--- src/rtl/sdcmd_pkg.sv ---
package sdcmd_pkg;
  localparam logic [2:0] A_ARG  = 3'd0;
  localparam logic [2:0] A_CTRL = 3'd1;
  localparam logic [2:0] A_STAT = 3'd2;
  localparam logic [2:0] A_MASK = 3'd3;
  localparam int unsigned RSP_BASE = 4;

  localparam int unsigned CTL_START = 8;
  localparam int unsigned CTL_WAIT  = 9;
  localparam int unsigned CTL_LONG  = 10;

  localparam int unsigned ST_BUSY = 8;
  localparam int unsigned ST_RSP  = 9;
  localparam int unsigned ST_TOUT = 10;
  localparam int unsigned ST_SENT = 11;
  localparam int unsigned ST_CRC  = 12;

  localparam int unsigned MSK_SENT = 0;
  localparam int unsigned MSK_RSP  = 1;
  localparam int unsigned MSK_TOUT = 2;
  localparam int unsigned MSK_W    = 3;

  typedef enum logic [1:0] {S_IDLE, S_ISSUE, S_RESP} cmd_state_t;
endpackage

--- src/rtl/sdcmd_fsm.sv ---
module sdcmd_fsm
  import sdcmd_pkg::*;
(
  input  logic clk,
  input  logic rst,
  input  logic start,
  input  logic wait_rsp,
  input  logic cmd_ready,
  input  logic resp_valid,
  input  logic resp_last,
  input  logic resp_timeout,
  output logic cmd_valid,
  output logic busy,
  output logic ev_accept,
  output logic ev_byte,
  output logic ev_rsp_end,
  output logic ev_tout
);
  cmd_state_t state_q;

  always_ff @(posedge clk) begin
    if (rst) begin
      state_q <= S_IDLE;
    end else begin
      case (state_q)
        S_IDLE:  if (start) state_q <= S_ISSUE;
        S_ISSUE: if (cmd_ready) state_q <= wait_rsp ? S_RESP : S_IDLE;
        S_RESP:  if (resp_timeout || (resp_valid && resp_last)) state_q <= S_IDLE;
        default: state_q <= S_IDLE;
      endcase
    end
  end

  assign cmd_valid  = (state_q == S_ISSUE);
  assign busy       = (state_q != S_IDLE);
  assign ev_accept  = cmd_valid && cmd_ready;
  assign ev_tout    = (state_q == S_RESP) && resp_timeout;
  assign ev_byte    = (state_q == S_RESP) && resp_valid && !resp_timeout;
  assign ev_rsp_end = ev_byte && resp_last;
endmodule

--- src/rtl/sdcmd_resp_pack.sv ---
module sdcmd_resp_pack #(
  parameter int unsigned WORDS  = 4,
  parameter int unsigned WORD_W = 32
) (
  input  logic                    clk,
  input  logic                    rst,
  input  logic                    clr,
  input  logic                    we,
  input  logic [7:0]              din,
  output logic [WORDS*WORD_W-1:0] words
);
  localparam int unsigned LANES = WORD_W / 8;
  localparam int unsigned TOTAL = WORDS * LANES;
  localparam int unsigned CNT_W = $clog2(TOTAL + 1);

  logic [CNT_W-1:0] cnt_q;

  always_ff @(posedge clk) begin
    if (rst || clr) cnt_q <= '0;
    else if (we && cnt_q != CNT_W'(TOTAL)) cnt_q <= cnt_q + 1'b1;
  end

  for (genvar w = 0; w < WORDS; w++) begin : g_word
    for (genvar l = 0; l < LANES; l++) begin : g_lane
      localparam int unsigned POS = w * LANES + (LANES - 1 - l);
      logic [7:0] b_q;
      always_ff @(posedge clk) begin
        if (rst || clr) b_q <= '0;
        else if (we && cnt_q == CNT_W'(POS)) b_q <= din;
      end
      assign words[w*WORD_W + l*8 +: 8] = b_q;
    end
  end
endmodule

--- src/rtl/sdcmd_issue.sv ---
module sdcmd_issue
  import sdcmd_pkg::*;
#(
  parameter int unsigned ARG_W      = 32,
  parameter int unsigned IDX_W      = 6,
  parameter int unsigned CTRL_W     = 13,
  parameter int unsigned RESP_WORDS = 4,
  parameter int unsigned ADDR_W     = 3
) (
  input  logic              clk,
  input  logic              rst,
  input  logic              wr_en,
  input  logic [ADDR_W-1:0] wr_addr,
  input  logic [ARG_W-1:0]  wr_data,
  input  logic              rd_en,
  input  logic [ADDR_W-1:0] rd_addr,
  output logic [ARG_W-1:0]  rd_data,
  output logic              cmd_valid,
  input  logic              cmd_ready,
  output logic [IDX_W-1:0]  cmd_index,
  output logic [ARG_W-1:0]  cmd_arg,
  output logic              cmd_wait_rsp,
  output logic              cmd_long_rsp,
  input  logic              resp_valid,
  input  logic [7:0]        resp_byte,
  input  logic              resp_last,
  input  logic              resp_timeout,
  output logic              irq,
  output logic              cmd_done
);
  localparam int unsigned RSP_FLAT = RESP_WORDS * ARG_W;

  logic [ARG_W-1:0]    arg_q;
  logic [CTRL_W-1:0]   ctrl_q;
  logic [CTRL_W-1:0]   stat_q, stat_d, stat_rd;
  logic [MSK_W-1:0]    mask_q;
  logic [RSP_FLAT-1:0] resp_flat;
  logic                busy, ev_accept, ev_byte, ev_rsp_end, ev_tout;
  logic                wr_ctrl_ok, start;

  assign wr_ctrl_ok = wr_en && (wr_addr == A_CTRL) && !busy;
  assign start      = wr_ctrl_ok && wr_data[CTL_START];

  sdcmd_fsm u_fsm (
    .clk, .rst, .start,
    .wait_rsp(ctrl_q[CTL_WAIT]),
    .cmd_ready, .resp_valid, .resp_last, .resp_timeout,
    .cmd_valid, .busy, .ev_accept, .ev_byte, .ev_rsp_end, .ev_tout
  );

  sdcmd_resp_pack #(.WORDS(RESP_WORDS), .WORD_W(ARG_W)) u_pack (
    .clk, .rst, .clr(ev_accept), .we(ev_byte), .din(resp_byte), .words(resp_flat)
  );

  always_ff @(posedge clk) begin
    if (rst) begin
      arg_q  <= '0;
      ctrl_q <= '0;
      mask_q <= '0;
    end else begin
      if (wr_en && wr_addr == A_ARG && !busy) arg_q <= wr_data;
      if (wr_ctrl_ok) ctrl_q <= wr_data[CTRL_W-1:0];
      if (wr_en && wr_addr == A_MASK) mask_q <= wr_data[MSK_W-1:0];
    end
  end

  always_comb begin
    stat_d = stat_q;
    if (wr_en && wr_addr == A_STAT) begin
      for (int b = ST_RSP; b <= ST_CRC; b++)
        if (wr_data[b]) stat_d[b] = 1'b0;
    end
    if (ev_accept) begin
      stat_d[IDX_W-1:0] = ctrl_q[IDX_W-1:0];
      stat_d[ST_CRC]    = 1'b0;
      stat_d[ST_SENT]   = 1'b1;
    end
    if (ev_rsp_end) stat_d[ST_RSP]  = 1'b1;
    if (ev_tout)    stat_d[ST_TOUT] = 1'b1;
    stat_d[ST_BUSY] = 1'b0;
  end

  always_ff @(posedge clk) begin
    if (rst) begin
      stat_q   <= '0;
      irq      <= 1'b0;
      cmd_done <= 1'b0;
    end else begin
      stat_q   <= stat_d;
      irq      <= (ev_accept  && mask_q[MSK_SENT]) ||
                  (ev_rsp_end && mask_q[MSK_RSP])  ||
                  (ev_tout    && mask_q[MSK_TOUT]);
      cmd_done <= (ev_accept && !ctrl_q[CTL_WAIT]) || ev_rsp_end || ev_tout;
    end
  end

  always_comb begin
    stat_rd          = stat_q;
    stat_rd[ST_BUSY] = busy;
  end

  always_ff @(posedge clk) begin
    if (rst) begin
      rd_data <= '0;
    end else if (rd_en) begin
      if (rd_addr == A_ARG)       rd_data <= arg_q;
      else if (rd_addr == A_CTRL) rd_data <= ARG_W'(ctrl_q);
      else if (rd_addr == A_STAT) rd_data <= ARG_W'(stat_rd);
      else if (rd_addr == A_MASK) rd_data <= ARG_W'(mask_q);
      else if (int'(rd_addr) >= RSP_BASE && int'(rd_addr) < RSP_BASE + RESP_WORDS)
        rd_data <= resp_flat[(int'(rd_addr) - RSP_BASE) * ARG_W +: ARG_W];
      else rd_data <= '0;
    end
  end

  assign cmd_index    = ctrl_q[IDX_W-1:0];
  assign cmd_arg      = arg_q;
  assign cmd_wait_rsp = ctrl_q[CTL_WAIT];
  assign cmd_long_rsp = ctrl_q[CTL_LONG];
endmodule

--- config.mk ---
export PLATFORM = sky130hd
export DESIGN_NAME = sdcmd_issue
export DESIGN_NICKNAME = d
export VERILOG_FILES = /design/src/rtl/sdcmd_pkg.sv /design/src/rtl/sdcmd_fsm.sv /design/src/rtl/sdcmd_resp_pack.sv /design/src/rtl/sdcmd_issue.sv
export SDC_FILE = /design/constraint.sdc
export NUM_CORES = 1
export LEC_CHECK = 0
export BUFFER_PORTS_ARGS = -buffer_cell sky130_fd_sc_hd__buf_4
export CORE_ASPECT_RATIO = 0.7
export CORE_MARGIN = 2
export CORE_UTILIZATION = 50
export CTS_CLUSTER_SIZE = 16
export DETAILED_ROUTE_END_ITERATION = 16
export HOLD_SLACK_MARGIN = 0.1
export MAX_ROUTING_LAYER = met4
export PLACE_DENSITY = 0.8
export SYNTH_ARGS = -nofsm -noshare
export SYNTH_HDL_FRONTEND = slang
export SYNTH_SLANG_ARGS = --single-unit
--- constraint.sdc ---
create_clock -name clk -period 4.54 [get_ports clk]
set_input_delay 0.908 -clock clk [delete_from_list [all_inputs] [get_ports clk]]
set_output_delay 0.908 -clock clk [all_outputs]
set_load 0.01 [all_outputs]
==> flow_summary.yaml, run 1 <==
floorplan:
  die_h_um: 119.3
  initial_core_util_pct: 50.63
  core_sq_um: 18760
  io_pins: 129
  die_w_um: 168.7
  rows: 42
  die_area_sq_um: 20130
layout:
  diodes: 0
  drive_gt1_share_pct: 18.55
  area_growth_syn_to_layout_pct: 14.99
  nNetsFinal: 1162
  final_core_util_pct: 58.22
timing:
  hold_viol: 0
  period_share_pct: 62.88
  fin_tns_setup_ps: 0
  fmax_ghz: 0.3503
  relSlewSlack_pct: 14.41
  period_needed_ps: 2855
  holdWs_ps: 456.6
  finalWorstSetupSlack_ps: 1685
  worst_slew_pin_slew_ps: 1284
  slew_violations: 0
  finClkSkew_ps: 7.554
  finalSetupViolations: 0
  rsz0062_at_grt: "false"
critical_path:
  path_class: "reg2out"
  cp-end-kind: "output port"
  start_kind: "flop"
  r2r_start: "u_fsm.state_q[0]"
  required_ps: 3630
  worst-path-max-fanout: 22
  crit_start: "u_fsm.state_q[0]"
  cp_data_arrival_time_ps: 1950
  regToRegSetupSlack_ps: 1780
route:
  drt_iter0_drc: 837
  via_count: 8074
  detail-route-antenna-nets: 0
  drc: 0
  wirelength_um: 24490
  wire_per_inst_um: 18.04
  via_per_inst: 5.946
  dr.pass1.iters: 5
global_route:
  use_met1_pct: 32.99
  grt_busiest_layer: "met2"
  met3_usage_pct: 3.456
  grt_overflow: 0
  grt_max_degree: 119
  grt_pass1_wl_um: 38670
  grt_pass1_vias: 7417
  gr-usage-all-layers_pct: 24.23
  antenna_found_initial: 0
  use_met2_pct: 37.91
power:
  sw_frac_of_total_pct: 22.67
  p_per_area_nw_per_um2: 365.5
  seqPwrFrac_pct: 50.6
  power_frac_comb_pct: 6.5
  power_switching_mw: 0.9050
  power.leakage_nw: 4.132
  ir_drop_v: 0.0002030
  p_int_mw: 3.087
  p_clk_share_pct: 42.9
clock_network:
  clock_latency_ps: 490
  clock_path_buffers: 3
  cts_tree: "built"
  cts.reportedPaths.clkPinSlew_ps: 70
  htree_levels: 1
  cts_buffers: 20
  cts_resized: 0
  cts.sinks: 226
  root_buffer: "clkbuf_16"
  post_cts_buffers: 0
  cts_hold_buf: 0
yosys:
  synth_ff_type: "dfxtp_1"
  async_reset_ff_share_pct: 0
  ys_warn_count: 0
  syn_inst: 1044
  netlist_area_sq_um: 9498
  synth_edf_count: 0
  syn_area_per_cell_sq_um: 9.098
  ys_seq_area_share_pct: 47.64
  synth.distinct_cells: 55
  synth-seq-cells: 226
  synth_nets: 1103
job:
  drv_cap: 0
place:
  hpwl_um: 15980
  place.port_buffers: 128
  routabilityCongestion: 0.8165
  dp_worst_setup_slack_ps: 1732
run_status:
  status: "completed"
worst_hold_path:
  hold_class: "reg2reg"
  hp-start: "u_pack.g_word[1].g_lane[3].b_q[7]"
-- power groups by stage --
stage          logic (mW)  clock network [mW]  registers [mW]
2_1_floorplan       0.147                   0            2.07
3_3_place_gp        0.252                   0            2.07
3_5_place_dp        0.256                   0            2.07
4_1_cts             0.257                1.72            2.02
5_1_grt             0.279                1.81            2.02
6_report            0.259                1.71            2.02
-- placed cells by master, fill, tap and decap left out, types with 25 or more instances in the layout --
master / synthesis / routed
buf_4: 13 / 131
nor2_1: 40 / 40
mux2i_1: 27 / 27
o21ai_0: 28 / 28
nand2_1: 175 / 175
mux4_2: 25 / 25
dfxtp_1: 226 / 226
o21ai_1: 93 / 93
nand3_1: 134 / 134
a21oi_1: 72 / 72
-- critical path, cell delays in order (launching register included) --
cell	delay, ps
dfxtp_1	870
nor2b_2	410
buf_4	170
-- through the flow --
step	total power, mW	area, sq um	cells
after floorplan	2.218	9498	1044
after global placement	2.318	10260	1323
after detailed placement	2.322	10260	1323
after CTS	4.002	10920	1358
after global routing	4.108	10920	1358
final	3.992	10920	1358
-- area by class of cell --
| type | instances | area (sq um) |
|---|---|---|
| Tap cell | 242 | 302.8 |
| Timing Repair Buffer | 131 | 983.4 |
| Sequential cell | 226 | 4524 |
| Inverter | 10 | 37.54 |
| Clock inverter | 5 | 50.05 |
| Multi-Input combinational cell | 714 | 4414 |
| Fill cell | 1592 | 7839 |
| Clock buffer | 30 | 609.3 |
-- cells by family (layout without fill, tap and decap cells) --
| kind of cell | after synthesis | count (layout) | share of synthesized area (%) |
|---|---|---|---|
| AOI/OAI and AO/OA | 246 | 246 | 14.71 |
| xor gates and xnor gates | 3 | 3 | 0.2767 |
| adders and majority gates | 5 | 5 | 0.6587 |
| buffers and inverters | 104 | 176 | 6.033 |
| DFF | 226 | 226 | 47.64 |
| muxes | 53 | 53 | 9.050 |
| and+or+nand+nor | 407 | 407 | 21.63 |
-- Yosys cell counts, types with 10 or more instances --
library cell	count	area [sq um]
a21oi_1	72	360.4
a311oi_1	19	166.4
buf_2	32	160.2
buf_4	13	97.59
clkbuf_1	28	105.1
dfxtp_1	226	4524
mux2i_1	27	270.3
mux4_2	25	563.0
nand2_1	175	656.9
nand3_1	134	670.6
nand4b_4	10	237.7
nor2_1	40	150.1
o21ai_0	28	140.1
o21ai_1	93	465.5
o22ai_1	10	62.56
-- path summary, 6_finish.rpt --
kind                                  endpoint  cells after the start
min reg2reg  u_pack.g_word[1].g_lane[3].b_q[7]                      2
max reg2reg  u_pack.g_word[0].g_lane[3].b_q[4]                      5
min          u_pack.g_word[1].g_lane[3].b_q[7]                      2
max                                  cmd_valid                      2
-- registers in the layout, summed over array words and instances, names as in the netlist --
register and cells:
irq 1, u_fsm.state_q 2, cmd_done 1, u_pack.g_word.g_lane.b_q 128, stat_q 9, u_pack.cnt_q 5, mask_q 3, cmd_arg 32
ctrl_q 13, rd_data 32
-- metal layers --
layer | share of wire (%) | vias up
li1 | - | 3824
met3 | 6.7 | 53
met1 | 44 | 3876
met4 | 2.6 | 0
met5 | 0 | -
met2 | 47 | 321
No activity file was read; power rests on OpenSTA's default activity.
==> run 2: changes to the inputs <==
Settings changed: ABC_AREA set to 1, PLACE_DENSITY 0.8 to 0.82.
Clock period 4.54 ns to 2.38 ns, I/O delays scaled along.
==> run 2 against run 1 <==
- die area up 8.7%
- global-route usage up 2.9 points
- register-to-register slack worse by 1400 ps
- synthesized area up 9.0%
- synthesized cell count up 40%
- clock-buffer cell count up 1
- final cell count up 34%
- sequential share of layout area down 4.1 points
- cell area up 11%
- clock power up 120%
- critical path type is now reg2reg
==> flow_summary.yaml, run 2 <==
route:
  detail-route-antenna-nets: 0
  drt_iter0_drc: 1124
  dr.pass1.iters: 5
  wirelength_um: 29670
  wire_per_inst_um: 16.34
  drc: 0
  via_count: 10338
  via_per_inst: 5.693
layout:
  fillers: 1779
  drive_gt1_share_pct: 15.33
  final_common_cell: "nand2_1"
  stdcell_area_sq_um: 12120
  area_growth_syn_to_layout_pct: 17.08
  nNetsFinal: 1590
  max_flop_register: "u_pack.g_word.g_lane.b_q"
  diodes: 0
  multi_input_area_sq_um: 4868
  layout_common_cells: "nand2_1, a21oi_1, dfxtp_1"
  largest_register_ffs: 128
  ff_latch_area_sq_um: 4524
yosys:
  synth_ff_type: "dfxtp_1"
  ys_seq_area_share_pct: 43.71
  ys_top_cells_by_area: "dfxtp_1, nand2_1, a21oi_1, nand3_1, o21ai_0"
  syn_inst: 1459
  netlist_area_sq_um: 10350
  ys_warn_count: 0
  async_reset_ff_share_pct: 0
  syn_area_per_cell_sq_um: 7.094
  yosysTopAreaCell: "dfxtp_1"
  synth_edf_count: 0
  synth_top_area_share_pct: 43.71
  synthMostInstantiatedCell: "nand2_1"
  synth-seq-cells: 226
  ys_top_cells_by_count: "nand2_1, a21oi_1, dfxtp_1"
  synth_nets: 1518
  synth.distinct_cells: 31
timing:
  hold_viol: 0
  fin_tns_setup_ps: 0
  period_needed_ps: 2012
  slew_violations: 0
  fmax_ghz: 0.4971
  rsz0062_at_grt: "false"
  finalSetupViolations: 0
  holdWs_ps: 238.1
  finClkSkew_ps: 10.94
  relSlewSlack_pct: 65.28
  worst_slew_pin_slew_ps: 519.5
  period_share_pct: 84.52
run_status:
  status: "completed"
global_route:
  antenna_found_initial: 0
  grt_max_degree: 63
  met3_usage_pct: 4.243
  grt_busiest_layer: "met2"
  grt_overflow: 0
  grt_pass1_vias: 9637
  grt_pass1_wl_um: 48110
  use_met1_pct: 35.28
  use_met2_pct: 43.96
  gr-usage-all-layers_pct: 27.17
critical_path:
  cp-end-kind: "flop"
  cp_data_arrival_time_ps: 2390
  worst-path-max-fanout: 9
  required_ps: 2760
  start_kind: "flop"
  path_class: "reg2reg"
clock_network:
  root_buffer: "clkbuf_16"
  cts_buffers: 21
  post_cts_buffers: 0
  htree_levels: 1
  clock_path_buffers: 3
  cts_resized: 0
  cts_tree: "built"
  cts.reportedPaths.clkPinSlew_ps: 70
  clock_latency_ps: 500
  cts_hold_buf: 0
  cts.sinks: 226
worst_hold_path:
  hold_class: "in2reg"
floorplan:
  die_area_sq_um: 21890
  die_h_um: 124.4
  initial_core_util_pct: 51.57
  core_sq_um: 20070
  rows: 43
  io_pins: 129
  die_w_um: 176.0
power:
  p_clk_share_pct: 44.5
  sw_frac_of_total_pct: 24.02
  p_per_area_nw_per_um2: 685.0
  power_frac_comb_pct: 8.8
  seqPwrFrac_pct: 46.7
  power_switching_mw: 1.993
  ir_drop_v: 0.0004927
  power.leakage_nw: 4.608
  p_int_mw: 6.307
place:
  place.port_buffers: 128
  hpwl_um: 19900
  placed_cell_area_sq_um: 11350
  routabilityCongestion: 0.8828
job:
  drv_cap: 0
## run 2: cell types whose count changed after synthesis, sizes merged, moves of 8 or more
cell,previous run,this run
mux4,26,0
nand4,1,10
nand2,175,365
nand2b,9,0
nand3,134,142
o21ai,121,154
nand4b,15,0
nor2b,8,0
a311oi,19,0
clkbuf,33,45
a21oi,73,240
nor2,41,77
mux2i,27,0
inv,10,101
## run 2: power groups by stage
stage | Sequential [mW] | Clock (mW) | Combinational [mW]
after CTS | 3.88 | 3.72 | 0.722
after floorplan | 3.98 | 0 | 0.379
final | 3.88 | 3.69 | 0.731
after global placement | 3.96 | 0 | 0.704
after global routing | 3.88 | 3.86 | 0.799
after detailed placement | 3.96 | 0 | 0.717
## run 2: final timing paths
check	depth (start not counted)	from	end	slack (ps)
min reg2reg	2	u_pack.g_word[3].g_lane[1].b_q[7]	u_pack.g_word[3].g_lane[1].b_q[7]	460
max reg2reg	7	u_pack.cnt_q[1]	u_pack.g_word[3].g_lane[0].b_q[3]	370
max	7	u_pack.cnt_q[1]	u_pack.g_word[3].g_lane[0].b_q[3]	370
min	4	cmd_ready	u_fsm.state_q[0]	240
## run 2: metrics by stage
stage,power [mW],util (%),instances,worst slack (ps)
2_1_floorplan,4.360,-,1459,769.4
3_3_place_gp,4.667,56.58,1778,412.8
3_5_place_dp,4.680,56.58,1778,382.3
4_1_cts,8.317,60.38,1816,386.9
5_1_grt,8.538,60.38,1816,198.6
6_report,8.300,60.38,1816,368.4
## run 2: cell type report
| cell class | count | area share [%] |
|---|---|---|
| multi-input cells | 1024 | 40.18 |
| well taps | 270 | 2.788 |
| clock buffers | 31 | 5.307 |
| clock inverters | 7 | 0.9912 |
| flip-flops and latches | 226 | 37.34 |
| inverters | 104 | 3.242 |
| repair buffers | 154 | 10.16 |
## run 2: cell families (layout without fill, tap and decap cells)
group	count (synthesis)	in the layout	synth area share (%)
buffers and inverters	209	296	9.296
adders and majority gates	5	5	0.6044
xor gates and xnor gates	1	1	0.08464
and+or+nand+nor	613	613	26.58
DFF	226	226	43.71
AOI/OAI and AO/OA	405	405	19.72
## run 2: worst max-delay path: stages (launching register included)
cell and delay (ps):
dfxtp_1 390, ha_1 160, inv_1 150, nor2_1 210, ha_1 430, nand2_1 320
nand2_1 140, a21oi_1 70
## run 2: metal layers
metal  vias up  wire [um]
li1       4962          -
met1      4824      12690
met2       478      13780
met3        74       2371
met4         0        837
met5         -          0
